**src/rtl/addr_break_unit.sv**
```systemverilog
module addr_break_unit #(
  parameter int RW   = 16,
  parameter int OFFW = 3
) (
  input  logic            clk,
  input  logic            rst_n,
  input  logic [OFFW-1:0] reg_addr,
  input  logic            reg_we,
  input  logic [RW-1:0]   reg_wdata,
  output logic [RW-1:0]   reg_rdata,
  input  logic            mon_valid,
  input  logic [2*RW-1:0] mon_addr,
  input  logic            mon_dma,
  input  logic            mon_data,
  output logic            brk_req
);
  localparam int AW = 2 * RW;
  localparam logic [OFFW-1:0] OFF_AH = 0, OFF_AL = 1, OFF_MH = 2, OFF_ML = 3,
                              OFF_CND = 4, OFF_STA = 5;

  logic [AW-1:0] brk_addr, brk_mask;
  logic [1:0]    cond_master, cond_type;
  logic          brk_q;

  wire wr_clr    = reg_we && reg_addr == OFF_STA && reg_wdata[0];
  wire master_ok = mon_dma  ? cond_master[1] : cond_master[0];
  wire type_ok   = mon_data ? cond_type[1]   : cond_type[0];
  wire addr_ok   = ((mon_addr ^ brk_addr) & ~brk_mask) == '0;
  wire hit       = mon_valid && addr_ok && master_ok && type_ok;

  always_ff @(posedge clk or negedge rst_n) begin
    if (!rst_n) begin
      brk_addr    <= '0;
      brk_mask    <= '0;
      cond_master <= '0;
      cond_type   <= '0;
      brk_q       <= 1'b0;
    end else begin
      if (reg_we) begin
        case (reg_addr)
          OFF_AH:  brk_addr[AW-1:RW] <= reg_wdata;
          OFF_AL:  brk_addr[RW-1:0]  <= reg_wdata;
          OFF_MH:  brk_mask[AW-1:RW] <= reg_wdata;
          OFF_ML:  brk_mask[RW-1:0]  <= reg_wdata;
          OFF_CND: {cond_master, cond_type} <= reg_wdata[7:4];
          default: ;
        endcase
      end
      brk_q <= hit || (brk_q && !wr_clr);
    end
  end

  always_comb begin
    reg_rdata = '0;
    case (reg_addr)
      OFF_AH:  reg_rdata = brk_addr[AW-1:RW];
      OFF_AL:  reg_rdata = brk_addr[RW-1:0];
      OFF_MH:  reg_rdata = brk_mask[AW-1:RW];
      OFF_ML:  reg_rdata = brk_mask[RW-1:0];
      OFF_CND: reg_rdata[7:4] = {cond_master, cond_type};
      OFF_STA: reg_rdata[0] = brk_q;
      default: ;
    endcase
  end

  assign brk_req = brk_q;
endmodule

```
**config.mk**
```make
export PLATFORM = sky130hd
export DESIGN_NAME = addr_break_unit
export DESIGN_NICKNAME = d
export VERILOG_FILES = /design/src/rtl/addr_break_unit.sv
export SDC_FILE = /design/constraint.sdc
export NUM_CORES = 1
export LEC_CHECK = 0
export BUFFER_PORTS_ARGS = -buffer_cell sky130_fd_sc_hd__buf_2
export CAP_MARGIN = 10
export CELL_PAD_IN_SITES_DETAIL_PLACEMENT = 2
export CELL_PAD_IN_SITES_GLOBAL_PLACEMENT = 2
export CORE_MARGIN = 10
export CORE_UTILIZATION = 38
export DETAILED_ROUTE_END_ITERATION = 16
export PLACE_DENSITY_LB_ADDON = 0.1
export SLEW_MARGIN = 20
export SYNTH_ARGS = -nofsm -noshare
export SYNTH_HDL_FRONTEND = slang
export SYNTH_SLANG_ARGS = --single-unit
```
**constraint.sdc**
```tcl
create_clock -name clk -period 1.8 [get_ports clk]
set_input_delay 0 -clock clk [delete_from_list [all_inputs] [get_ports clk]]
set_output_delay 0 -clock clk [all_outputs]
set_load 0.05 [all_outputs]
```
==> flow_summary.toml <==
[run_status]
outcome = "finished clean"

[pwr]
total_leakage_power_nw = 2.03
power.density_nw_per_um2 = 1060
vdd_drop_max_mv = 0.440

[route]
ant_nets = 0
wl_um = 10900
initialDrtViolationCount = 95
top_layer = "met4"
routedWlPerCell_um = 21.9
wl_met2_um = 5620
vias_per_cell = 5.13
drc = 0
wl_met1_um = 4860
wl_met3_um = 406
vias = 2561
drt_pass1_iterations = 4

[setup_path]
cp.required_ns = 1.80
startpoint_type = "flop"
reg2reg_to = "brk_req$_DFF_PN0_"
crit_fanout = 3
crit_type = "flop to output pin"
end_kind = "output pin"
timing.rr.start = "brk_addr[8]$_DFFE_PN0P_"
crit_arrival_ns = 1.62
worstRegToRegCells = 5
ff2ff_setup_slack_ns = 0.33

[clock_network]
cts-root-buf = "clkbuf_8"
cts_repair_resize_count = 0
cts_sinks = 69
clk_pin_slew_worst_paths_ns = 0.08
cts-htree-levels = 3
cts_buffers = 9
insertion_delay_ns = 0.34
cts_tree = "yes"
cts_buffer_depth = 2

[min_path]
hp-class = "input pin to flop"
hp-start = "mon_valid"
hold_depth = 5
min_to = "brk_req$_DFF_PN0_"

[global_route]
grtUsageTotal = 0.159
grt_pass1_wl_um = 17800
grt.overflow.total = 0
antenna_found_initial = 0
grt_pass1_vias = 3118
grt_max_degree = 70

[sta]
worstMarginPinSlew_ns = 0.578
fin_hold_ws_ns = 0.0786
finalSetupViolations = 0
max_slew_margin = 0.615
finalClockSkew_ns = 0.00893
rsz0062_at_grt = "no"
slew_violations = 0
fin_crit_ns = 1.62
hold_viol = 0
fin_tns_setup_ns = 0
fmax_mhz = 618
fin_crit_sh = 0.898
fin_ws_ns = 0.183

[cells_and_area]
drive_above_1_share = 0.500
ff_latch_area_um2 = 1730
final_util = 0.492
fin_nets = 424
areaGrowthSynthToFinish_pct = 24.4
fill_cells = 956
fin_area_um2 = 4610
multi_input_area_um2 = 1870
n_antenna_cell = 0

[job]
maxCapViolCount = 0

[die]
die-height_um = 119
start_util = 0.396
rows = 35
fp.dieW_um = 119
die-area_um2 = 14100
core_area_um2 = 9370
io_pins = 74

[synthesis]
syn-num-nets = 322
postSynthAreaPerCell_um2 = 14.0
yosysMostFrequentCell = "dfrtp_1"
synth-async-reset-ratio = 1.00
yosys.area.top_type = "dfrtp_1"
synth_edf_count = 0
synthFlopType = "dfrtp_1"
netlist_instances = 265
synth.area.top_cells = "dfrtp_1 (47%), mux2_2 (18%), xnor2_1 (7.6%), mux4_2 (7.3%), mux2_4 (4.0%)"
synth_common_cells = "dfrtp_1 (69), mux2_2 (59), xnor2_1 (32), o22ai_1 (20)"
syn_area_um2 = 3710
synth_seq_cells = 69
synth_cell_type_count = 29
yosysSeqAreaShare = 0.466
yosys_warnings = 0
synth.top_cell.area_share = 0.466

[placed_design]
routabilityCongestion = 0.752
io_buffers = 73
dpl.hpwl_um = 8020
placed_area_um2 = 4260
pre_cts_slack_ns = 0.218
==> where the power goes <==
part / switching (W) / leakage [nW] / internal (W) / total, W
registers: 0.000307 / 0.830 / 0.00189 / 0.00220
clock network: 0.000569 / 0.0923 / 0.000662 / 0.00123
logic: 0.000693 / 1.11 / 0.000784 / 0.00148
==> cell type report <==
class,count,area share
sequential,69,0.374
timing repair buffer,104,0.144
clock inverter,2,0.00760
multi-input combinational,181,0.406
tap,129,0.0350
clock buffer,12,0.0315
inverter,2,0.00163
==> sequential cells by signal, indices dropped and copies added (netlist names) <==
name         flops
brk_addr        32
brk_mask        32
cond_master      2
cond_type        2
brk_req          1
==> stage by stage <==
step           instances  power, W
2_1_floorplan        265   0.00321
6_report             499   0.00491
3_5_place_dp         468   0.00370
5_1_grt              499   0.00522
4_1_cts              499   0.00498
3_3_place_gp         468   0.00363
==> critical path, stage by stage, from the launching register on <==
cell and delay (ns):
dfrtp_1 0.41, mux4_2 0.45, inv_1 0.07, o32ai_1 0.09, buf_2 0.25
==> how the worst max path moves through the flow <==
stage | cells past startpoint | to | from
floorplan | 4 | reg_rdata[6] | reg_addr[2]
finish | 4 | reg_rdata[6] | brk_addr[6]$_DFFE_PN0P_
global placement | 5 | reg_rdata[15] | reg_addr[0]
detailed placement | 5 | reg_rdata[1] | reg_addr[0]
global route | 5 | brk_req$_DFF_PN0_ | brk_addr[8]$_DFFE_PN0P_
CTS | 4 | reg_rdata[6] | brk_addr[6]$_DFFE_PN0P_
==> metal layers <==
| layer | track usage | vias to the layer above |
|---|---|---|
| met5 | 0 | - |
| li1 | - | 1182 |
| met1 | 0.197 | 1320 |
| met2 | 0.272 | 55 |
| met4 | 0.0275 | 0 |
| met3 | 0.0443 | 4 |
==> logic make-up after synthesis <==
group | after synthesis | synth area share
XOR/XNOR | 32 | 0.0756
AO/OA/AOI/OAI | 26 | 0.0428
flip-flops | 69 | 0.466
AND/OR/NAND/NOR | 34 | 0.0675
buffers and inverters | 15 | 0.0300
multiplexers | 89 | 0.318
==> placed cells by master (no fill, tap or decap), types with 6 or more instances in the layout <==
| master | n |
|---|---|
| buf_2 | 73 |
| dfrtp_1 | 69 |
| buf_4 | 12 |
| mux2_2 | 59 |
| clkbuf_8 | 10 |
| dlygate4sd3_1 | 17 |
| mux2_4 | 10 |
| o22ai_1 | 20 |
| xnor2_1 | 32 |
| nor2b_1 | 12 |
| nor2_1 | 6 |
| mux4_2 | 12 |
| mux2i_1 | 7 |
==> repair_timing <==
action | in CTS | in global routing
setup buffers | 0 | 0
hold endpoints to repair | 137 | 0
hold buffers | 17 | 0
Note: power is estimated with default switching activity, not from simulation.
